File: config.mk
export PLATFORM = sky130hd
export DESIGN_NAME = pwb_bridge
export DESIGN_NICKNAME = d
export VERILOG_FILES = /design/src/rtl/pwb_pkg.sv /design/src/rtl/pwb_wfifo.sv /design/src/rtl/pwb_dn_seq.sv /design/src/rtl/pwb_bridge.sv
export SDC_FILE = /design/constraint.sdc
export NUM_CORES = 1
export LEC_CHECK = 0
export BUFFER_PORTS_ARGS = -buffer_cell sky130_fd_sc_hd__buf_2
export CORE_UTILIZATION = 60
export CTS_CLUSTER_DIAMETER = 80
export DETAILED_ROUTE_END_ITERATION = 12
export GPL_TIMING_DRIVEN = 1
export PLACE_DENSITY = 0.82
export SLEW_MARGIN = 0
export SYNTH_ARGS = -nofsm -noshare
export SYNTH_HDL_FRONTEND = slang
export SYNTH_HIERARCHICAL = 1
export SYNTH_SLANG_ARGS = --single-unit
File: constraint.sdc
create_clock -name clk -period 3.7 [get_ports clk]
set_input_delay 0.37 -clock clk [delete_from_list [all_inputs] [get_ports clk]]
set_output_delay 0.37 -clock clk [all_outputs]
set_load 0.03 [all_outputs]
File: src/rtl/pwb_pkg.sv
package pwb_pkg;
  typedef enum logic [1:0] {
    SQ_IDLE  = 2'd0,
    SQ_WRITE = 2'd1,
    SQ_READ  = 2'd2
  } sq_state_e;

  function automatic int ptr_bits(input int depth);
    return (depth > 1) ? $clog2(depth) : 1;
  endfunction
endpackage

File: src/rtl/pwb_wfifo.sv
module pwb_wfifo #(
  parameter int AW    = 16,
  parameter int DW    = 32,
  parameter int DEPTH = 4
) (
  input  logic          clk,
  input  logic          rst,
  input  logic          push,
  input  logic [AW-1:0] push_addr,
  input  logic [DW-1:0] push_data,
  input  logic          pop,
  output logic [AW-1:0] head_addr,
  output logic [DW-1:0] head_data,
  output logic          empty,
  output logic          full
);
  localparam int EW = AW + DW;
  localparam int PW = pwb_pkg::ptr_bits(DEPTH);
  localparam int CW = $clog2(DEPTH + 1);
  localparam logic [PW-1:0] LAST = PW'(DEPTH - 1);

  logic [EW-1:0] mem [DEPTH];
  logic [PW-1:0] wptr, rptr;
  logic [CW-1:0] count;

  // storage has no reset so it can map onto RAM
  always_ff @(posedge clk) begin
    if (push) mem[wptr] <= {push_addr, push_data};
  end

  always_ff @(posedge clk) begin
    if (rst) begin
      wptr  <= '0;
      rptr  <= '0;
      count <= '0;
    end else begin
      if (push) wptr <= (wptr == LAST) ? '0 : wptr + 1'b1;
      if (pop)  rptr <= (rptr == LAST) ? '0 : rptr + 1'b1;
      case ({push, pop})
        2'b10:   count <= count + 1'b1;
        2'b01:   count <= count - 1'b1;
        default: count <= count;
      endcase
    end
  end

  assign {head_addr, head_data} = mem[rptr];
  assign empty = (count == '0);
  assign full  = (count == CW'(DEPTH));

  assert_no_overflow_R2: assert property (@(posedge clk) disable iff (rst)
    (full && !pop) |-> !push)
    else $error("write pushed into full FIFO");
endmodule

File: src/rtl/pwb_dn_seq.sv
module pwb_dn_seq #(
  parameter int AW = 16,
  parameter int DW = 32
) (
  input  logic          clk,
  input  logic          rst,
  input  logic          fifo_empty,
  input  logic [AW-1:0] head_addr,
  input  logic [DW-1:0] head_data,
  output logic          fifo_pop,
  input  logic          rd_req,
  input  logic [AW-1:0] rd_addr,
  output logic          rd_fin,
  output logic          dn_valid,
  output logic          dn_write,
  output logic [AW-1:0] dn_addr,
  output logic [DW-1:0] dn_wdata,
  input  logic          dn_ack,
  input  logic [DW-1:0] dn_rdata,
  input  logic          dn_err,
  output logic          rsp_valid,
  output logic [DW-1:0] rsp_data,
  output logic          rsp_err,
  output logic          wr_err
);
  import pwb_pkg::*;

  sq_state_e state;

  // writes always win the idle slot: a read only starts once the FIFO is empty
  assign fifo_pop = (state == SQ_IDLE) && !fifo_empty;
  assign rd_fin   = (state == SQ_READ) && dn_ack;

  always_ff @(posedge clk) begin
    if (rst) begin
      state     <= SQ_IDLE;
      dn_valid  <= 1'b0;
      dn_write  <= 1'b0;
      dn_addr   <= '0;
      dn_wdata  <= '0;
      rsp_valid <= 1'b0;
      rsp_data  <= '0;
      rsp_err   <= 1'b0;
      wr_err    <= 1'b0;
    end else begin
      rsp_valid <= 1'b0;
      wr_err    <= 1'b0;
      case (state)
        SQ_IDLE: begin
          if (!fifo_empty) begin
            dn_valid <= 1'b1;
            dn_write <= 1'b1;
            dn_addr  <= head_addr;
            dn_wdata <= head_data;
            state    <= SQ_WRITE;
          end else if (rd_req) begin
            dn_valid <= 1'b1;
            dn_write <= 1'b0;
            dn_addr  <= rd_addr;
            state    <= SQ_READ;
          end
        end
        SQ_WRITE: begin
          if (dn_ack) begin
            dn_valid <= 1'b0;
            wr_err   <= dn_err;
            state    <= SQ_IDLE;
          end
        end
        SQ_READ: begin
          if (dn_ack) begin
            dn_valid  <= 1'b0;
            rsp_valid <= 1'b1;
            rsp_data  <= dn_rdata;
            rsp_err   <= dn_err;
            state     <= SQ_IDLE;
          end
        end
        default: state <= SQ_IDLE;
      endcase
    end
  end

  assert_hold_R3: assert property (@(posedge clk) disable iff (rst)
    (dn_valid && !dn_ack) |=> (dn_valid && $stable(dn_write) && $stable(dn_addr) && $stable(dn_wdata)))
    else $error("downstream request changed before acknowledge");

  assert_drop_after_ack_R3: assert property (@(posedge clk) disable iff (rst)
    (dn_valid && dn_ack) |=> !dn_valid)
    else $error("downstream request not released after acknowledge");
endmodule

File: src/rtl/pwb_bridge.sv
module pwb_bridge #(
  parameter int AW    = 16,
  parameter int DW    = 32,
  parameter int DEPTH = 4
) (
  input  logic          clk,
  input  logic          rst,
  input  logic          up_valid,
  output logic          up_ready,
  input  logic          up_write,
  input  logic [AW-1:0] up_addr,
  input  logic [DW-1:0] up_wdata,
  output logic          rsp_valid,
  output logic [DW-1:0] rsp_data,
  output logic          rsp_err,
  output logic          dn_valid,
  output logic          dn_write,
  output logic [AW-1:0] dn_addr,
  output logic [DW-1:0] dn_wdata,
  input  logic          dn_ack,
  input  logic [DW-1:0] dn_rdata,
  input  logic          dn_err,
  output logic          wr_err,
  output logic          idle
);
  logic          fifo_empty, fifo_full, fifo_pop, push, take_rd;
  logic [AW-1:0] head_addr;
  logic [DW-1:0] head_data;
  logic          rd_pending, rd_fin;
  logic [AW-1:0] rd_addr;

  assign up_ready = !rd_pending && !fifo_full;
  assign push     = up_valid && up_ready && up_write;
  assign take_rd  = up_valid && up_ready && !up_write;
  assign idle     = fifo_empty && !dn_valid && !rd_pending;

  always_ff @(posedge clk) begin
    if (rst) begin
      rd_pending <= 1'b0;
      rd_addr    <= '0;
    end else if (take_rd) begin
      rd_pending <= 1'b1;
      rd_addr    <= up_addr;
    end else if (rd_fin) begin
      rd_pending <= 1'b0;
    end
  end

  pwb_wfifo #(.AW(AW), .DW(DW), .DEPTH(DEPTH)) u_fifo (
    .clk(clk), .rst(rst),
    .push(push), .push_addr(up_addr), .push_data(up_wdata),
    .pop(fifo_pop),
    .head_addr(head_addr), .head_data(head_data),
    .empty(fifo_empty), .full(fifo_full)
  );

  pwb_dn_seq #(.AW(AW), .DW(DW)) u_seq (
    .clk(clk), .rst(rst),
    .fifo_empty(fifo_empty), .head_addr(head_addr), .head_data(head_data),
    .fifo_pop(fifo_pop),
    .rd_req(rd_pending), .rd_addr(rd_addr), .rd_fin(rd_fin),
    .dn_valid(dn_valid), .dn_write(dn_write), .dn_addr(dn_addr), .dn_wdata(dn_wdata),
    .dn_ack(dn_ack), .dn_rdata(dn_rdata), .dn_err(dn_err),
    .rsp_valid(rsp_valid), .rsp_data(rsp_data), .rsp_err(rsp_err),
    .wr_err(wr_err)
  );

  assert_read_barrier_R4: assert property (@(posedge clk) disable iff (rst)
    (dn_valid && !dn_write) |-> fifo_empty)
    else $error("read issued with posted writes still queued");

  assert_rsp_for_read_R5: assert property (@(posedge clk) disable iff (rst)
    rsp_valid |-> $past(rd_pending))
    else $error("response without a pending read");
endmodule

======== Word level (Yosys, flattened, before mapping) ========
Memory sizes are Yosys's and may differ from the RTL's. A register that Yosys moved wholly into a read port is not among the register bits.
Index checks and enable logic that the tools add are counted.
storage, ports and cells
  register bits after elaboration ......... 111
  bits in writable memories ............... 192
  output and inout bits ................... 87
  word-level logic and storage cells ...... 81
  memories kept ........................... 1
memories
  name        depth  bits a word  read ports  clocked after memory_dff  write ports  line             RTL
  u_fifo.mem  4      48           1           1                         1            pwb_wfifo.sv:22  logic [EW-1:0] mem [DEPTH];
cells by class
  add/sub/neg operators ................... 4
  eq/ne operators ......................... 10
  muxes and demuxes ....................... 22
  bitwise gates (word level) .............. 4
  reductions and logical operators ........ 26
operator list
  cell                   count
  $mux W16               2
  $mux W2                7
  $mux W1                10
  $eq A2 B2 Y1 const B   4
  $logic_and A1 B1 Y1    8
  $reduce_and A2 Y1      4
  $pmux W3 S2            1
  $reduce_bool A2 Y1     3
  $logic_not A1 Y1       5
  $add A2 B1 Y2 const B  2
  $eq A2 B1 Y1 const B   2
  $ne A2 B1 Y1 const B   2
  $not A1 Y1             4
  $pmux W2 S2            1
  $reduce_or A2 Y1       2
  $add A3 B1 Y3 const B  1
  $eq A3 B3 Y1 const B   1
  $logic_not A3 Y1       1
  $ne A3 B3 Y1 const B   1
  $reduce_and A3 Y1      1
  $reduce_or A3 Y1       1
  $sub A3 B1 Y3 const B  1
  $logic_not A2 Y1       1
  $pmux W1 S2            1

======== Logic depth before layout (Yosys ltp) ========
  word-level depth ........................ 7
  depth in mapped cells ................... 12

======== Cells and area by module ========
The synthesis kept the hierarchy.
modules (own cells, without submodules)
  module      instances  cells an instance  area each (um^2)  seq. area each (um^2)
  pwb_wfifo   1          298                7365.8            5945.7
  pwb_dn_seq  1          392                3399.5            1741.7
  pwb_bridge  1          76                 794.5             340.3

======== Worst setup path before layout ========
Ideal clock, no wire load.
  path type ............................... register to register
  from .................................... reg u_fifo.count[0]
  to ...................................... mem u_fifo/mem[0][0] (netlist bit) (enable)
  setup time .............................. 410 ps
  arrival ................................. 2535 ps
  data required time ...................... 3290 ps
  slack ................................... 754 ps
  stages on the path, launching flop included .. 6
  buffers on the path ..................... 0
  path through ............................ dfxtp_1 -> inv_1 -> and3_1 -> nor2_1 -> and3_1 -> and2_1
between the ends
  word-level cells in the longest chain between the ends .. 7
RTL lines
  element                            line              RTL
  start, declared                    pwb_wfifo.sv:24   logic [CW-1:0] count;
  start signal, assigned             pwb_wfifo.sv:40   2'b10: count <= count + 1'b1;
  start signal, assigned             pwb_wfifo.sv:41   2'b01: count <= count - 1'b1;
  start signal, assigned             pwb_wfifo.sv:42   default: count <= count;
  $eq A3 B3 Y1                       pwb_wfifo.sv:49   assign full = (count == CW'(DEPTH));
  via fifo_full                      pwb_bridge.sv:26  logic fifo_empty, fifo_full, fifo_pop, push, take_rd;
  $logic_not A1 Y1                   pwb_bridge.sv:32  assign up_ready = !rd_pending && !fifo_full;
  $logic_and A1 B1 Y1                pwb_bridge.sv:32
  via up_ready                       pwb_bridge.sv:9   output logic up_ready,
  $logic_and A1 B1 Y1 (2 in series)  pwb_bridge.sv:33  assign push = up_valid && up_ready && up_write;
  via push                           pwb_bridge.sv:26
  $mux W1                            pwb_wfifo.sv:28   if (push) mem[wptr] <= {push_addr, push_data};
  $mux W1 (implied by the code)      pwb_wfifo.sv:28
  end, declared                      pwb_wfifo.sv:22
The timed path passes the listed nets, and every way through them passes these cells.

======== Worst setup path in the final report ========
  from .................................... reg u_seq.state[1]
  to ...................................... reg u_fifo.count[2]
between the ends
  word-level cells in the longest chain between the ends .. 4
  elaborated cells between the ends (all ways) .. 6
  those cells by class .................... eq/ne: 2; mux: 1; reduce/logical: 3
RTL lines
  element                                            line              RTL
  start, declared                                    pwb_dn_seq.sv:28  sq_state_e state;
  start signal, assigned                             pwb_dn_seq.sv:36  state <= SQ_IDLE;
  start signal, assigned                             pwb_dn_seq.sv:55  state <= SQ_WRITE;
  start signal, assigned                             pwb_dn_seq.sv:60  state <= SQ_READ;
  $logic_not A2 Y1 (*)                               pwb_dn_seq.sv:31  assign fifo_pop = (state == SQ_IDLE) && !fifo_empty;
  $logic_and A1 B1 Y1 (*)                            pwb_dn_seq.sv:31
  via fifo_pop                                       pwb_bridge.sv:26
  $eq A2 B1 Y1 or $eq A2 B2 Y1 (tied branches)       pwb_wfifo.sv:39   case ({push, pop})
  $pmux W3 S2 or $reduce_bool A2 Y1 (tied branches)  -
Mark *: on every way through the listed nets, which the timed path passes. The rest lies on a longest branch.
A chain may end at the register's enable or synchronous reset.

==> flow_summary.rst <==
.. list-table::
   :header-rows: 1

   * - Metric
     - Value
   * - Starting density of the core
     - 0.616
   * - Combined global-route utilization of all metal layers
     - 0.241
   * - IO Count
     - 173
   * - Clock root cell
     - clkbuf_16
   * - Fin Setup TNS
     - 0 ps
   * - Flip-flop and latch count after synthesis
     - 305
   * - Sequential element share of the synthesized area
     - 0.694
   * - Number of global-route vias before repair
     - 6,844
   * - Number of violations of the max-capacitance limit
     - 0
   * - TritonCTS Sinks
     - 305
   * - Post-Route WL
     - 23,300 µm
   * - Most common cell after layout, fill and taps aside
     - edfxtp_1
   * - Setup clock skew after layout
     - 9.38 ps
   * - Sequential Power Share
     - 0.440
   * - Detailed-route DRC error count
     - 0
   * - Avg WL per Cell
     - 19.5 µm
   * - Clk pwr share
     - 0.318
   * - Synthesized instance count
     - 766
   * - Critical-path maximum fanout
     - 38
   * - Antenna-violating nets left
     - 0
   * - Final Cycle Share
     - 0.750
   * - Number of detailed-route iterations in the first pass
     - 4
   * - Row count
     - 50
   * - Type of the tightest min-delay check
     - in -> reg
   * - Core footprint
     - 0.0188 mm²
   * - Clock-pin slew reported for the worst setup and hold paths after clock tree synthesis
     - 60 ps
   * - Number of distinct library cells after synthesis
     - 38
   * - Share of power burned in combinational logic
     - 0.242
   * - TritonCTS clock tree
     - yes
   * - Main flop type after synthesis
     - edfxtp_1
   * - Crit. End Element
     - register
   * - Height of the chip
     - 141 µm
   * - Die Footprint
     - 0.0198 mm²
   * - Min cycle time layout
     - 2770 ps
   * - Mean post-synth cell area
     - 15.1 µm²
   * - Switching share of power
     - 0.309
   * - Max IR drop VDD
     - 0.000706 V
   * - Final GP Congestion
     - 0.751
   * - Buffers on Ports
     - 172
   * - Outcome
     - finished clean
   * - Static leakage power
     - 5.00 nW
   * - Vias post-DR
     - 6,779
   * - Worst-case setup margin in the final layout
     - 927 ps
   * - Yosys warning total
     - 6
   * - TritonCTS buffer count
     - 30
   * - Pin count of the biggest net entering global routing
     - 102
   * - Global route total overflow
     - 0
   * - Arrival time worst endpoint
     - 3230 ps
   * - Antenna violations before repair
     - 1
   * - Slew Viols, Final
     - 0
   * - Critical path start-end classification
     - reg -> reg
   * - Post-layout net count
     - 1,033
   * - Hold Vio Cnt, Final
     - 0
   * - Total power
     - 9.75 mW
   * - Asr flop ratio synth
     - 0
   * - RSZ-0062 raised after global routing
     - no
   * - Chip Width
     - 141 µm
   * - Max-slew headroom
     - 0.318
   * - Netlist area before placement
     - 0.0116 mm²
   * - Power Dens Cells
     - 719 mW/mm²
   * - Commonest cells after routing, fill and taps aside
     - edfxtp_1 (192), buf_2 (171), nand2_1 (133)
   * - Proportion of layout cells with a drive suffix above 1
     - 0.318
   * - Number of setup buffers added after CTS
     - 0
   * - Wire length of the first global-routing pass
     - 36,500 µm
   * - Maximum clock rate
     - 0.361 GHz
   * - Diodes inserted
     - 0
   * - Area added between synthesis and finish
     - 17.3%
   * - Later-pin clock latency in the skew report
     - 550 ps
   * - Avg Vias per Cell
     - 5.68
   * - Total of endpoints with negative setup slack in the final report
     - 0
   * - Number of nets in the synthesized netlist
     - 863
   * - Worst-margin pin slew
     - 1020 ps
   * - Critical Path RT
     - 4160 ps
   * - Number of instances resized during post-cts repair
     - 0
   * - Maximum number of buffers from clock root to sink
     - 3
   * - HPWL reported at the end of detailed placement
     - 14,200 µm
   * - Violation count after the first detailed-routing iteration
     - 533
   * - Crit path launch type
     - register
   * - CTS H-tree depth
     - 1
   * - Number of synthesized flops with an enable pin
     - 192
   * - Power spent charging and discharging nets
     - 3.01 mW
   * - Worst Setup Slack post-DPL
     - 918 ps
   * - P_int
     - 6.74 mW
   * - Number of buffers inserted by hold repair at cts
     - 0
[state kept, by name, summed over array words and instances (netlist names), named ones only]
| signal | cells |
|---|---|
| u_fifo/mem | 192 |
| u_fifo/rptr | 2 |
| u_seq/rsp_data | 32 |
| rd_addr | 16 |
| u_seq/dn_write | 1 |
| u_seq/state | 2 |
| u_seq/wr_err | 1 |
| u_fifo/count | 3 |
| u_seq/rsp_valid | 1 |
| rd_pending | 1 |
| u_fifo/wptr | 2 |
| u_seq/dn_addr | 16 |
| u_seq/dn_valid | 1 |
| u_seq/dn_wdata | 32 |
| u_seq/rsp_err | 1 |
[cell usage after synthesis (10+ instances only)]
cell | number | area (µm²)
edfxtp_1 | 192 | 5770
a21oi_1 | 89 | 445
mux2i_1 | 34 | 340
nand2b_1 | 33 | 206
mux4_2 | 48 | 1080
nand2_1 | 133 | 499
clkbuf_1 | 13 | 48.8
dfxtp_1 | 113 | 2260
ha_1 | 10 | 125
a211oi_2 | 10 | 125
nor2_1 | 10 | 37.5
buf_6 | 14 | 158
inv_1 | 10 | 37.5
[path summary, 6_finish.rpt]
kind,from,end,slack [ps],cells after the start
setup reg to reg,u_seq/state[1],u_fifo/count[2],930,10
hold reg to reg,u_seq/rsp_data[27],u_seq/rsp_data[27],450,2
hold / removal,up_wdata[30],u_fifo/mem[2][30],40,1
setup / recovery,u_seq/state[1],u_fifo/count[2],930,10
[cells by family (layout without fill, tap and decap cells)]
kind of cell             count (synthesis)  in the layout  share of synthesized area
AO/OA/AOI/OAI                          109            109                     0.0559
buffers and inverters                   58            252                     0.0329
adder cells (fa/ha/maj)                 11             11                     0.0126
AND/OR/NAND/NOR                        199            199                     0.0798
flip-flops                             305            305                      0.694
XOR/XNOR                                 2              2                    0.00152
multiplexers                            82             82                      0.123
[critical path, stage by stage (launching register included)]
cell and delay, ps:
dfxtp_1 330, inv_1 90, ha_1 210, nand2b_4 280
inv_4 450, ha_1 270, inv_1 60, fa_1 380
xor2_1 150, or3_1 310, a21oi_1 150
[power by group through the flow]
stage               Sequential (mW)  Clock, mW  Combinational (mW)
finish                         4.29       3.10                2.36
global route                   4.35       3.28                2.53
CTS                            4.30       3.15                2.37
detailed placement             4.36          0                2.33
global placement               4.35          0                2.31
floorplan                      4.68          0                1.50
[layer usage]
metal  share of wire  up-vias  global-route usage
met5         0.00047        -                   0
met4           0.022        2              0.0612
met3           0.072       45              0.0418
met2            0.50      280               0.429
met1            0.41     3305               0.307
li1                -     3147                   -
[cell type report]
cell class	instances	area, µm²
flip-flops and latches	305	8030
fillers	1205	5210
multi-input cells	403	3170
repair buffers	184	978
clock buffers	41	842
well taps	234	293
clock inverters	15	191
inverters	12	47.5
[per-stage QoR]
stage          instance area, µm²  utilization  std cells  hold slack (ps)
6_report                    13600        0.722       1194             40.0
3_3_place_gp                12500        0.667       1138              439
2_1_floorplan               11600            -        766              439
3_5_place_dp                12500        0.667       1138              445
4_1_cts                     13600        0.722       1194             18.8
5_1_grt                     13600        0.722       1194             24.6
No activity file was read; power rests on OpenSTA's default activity.
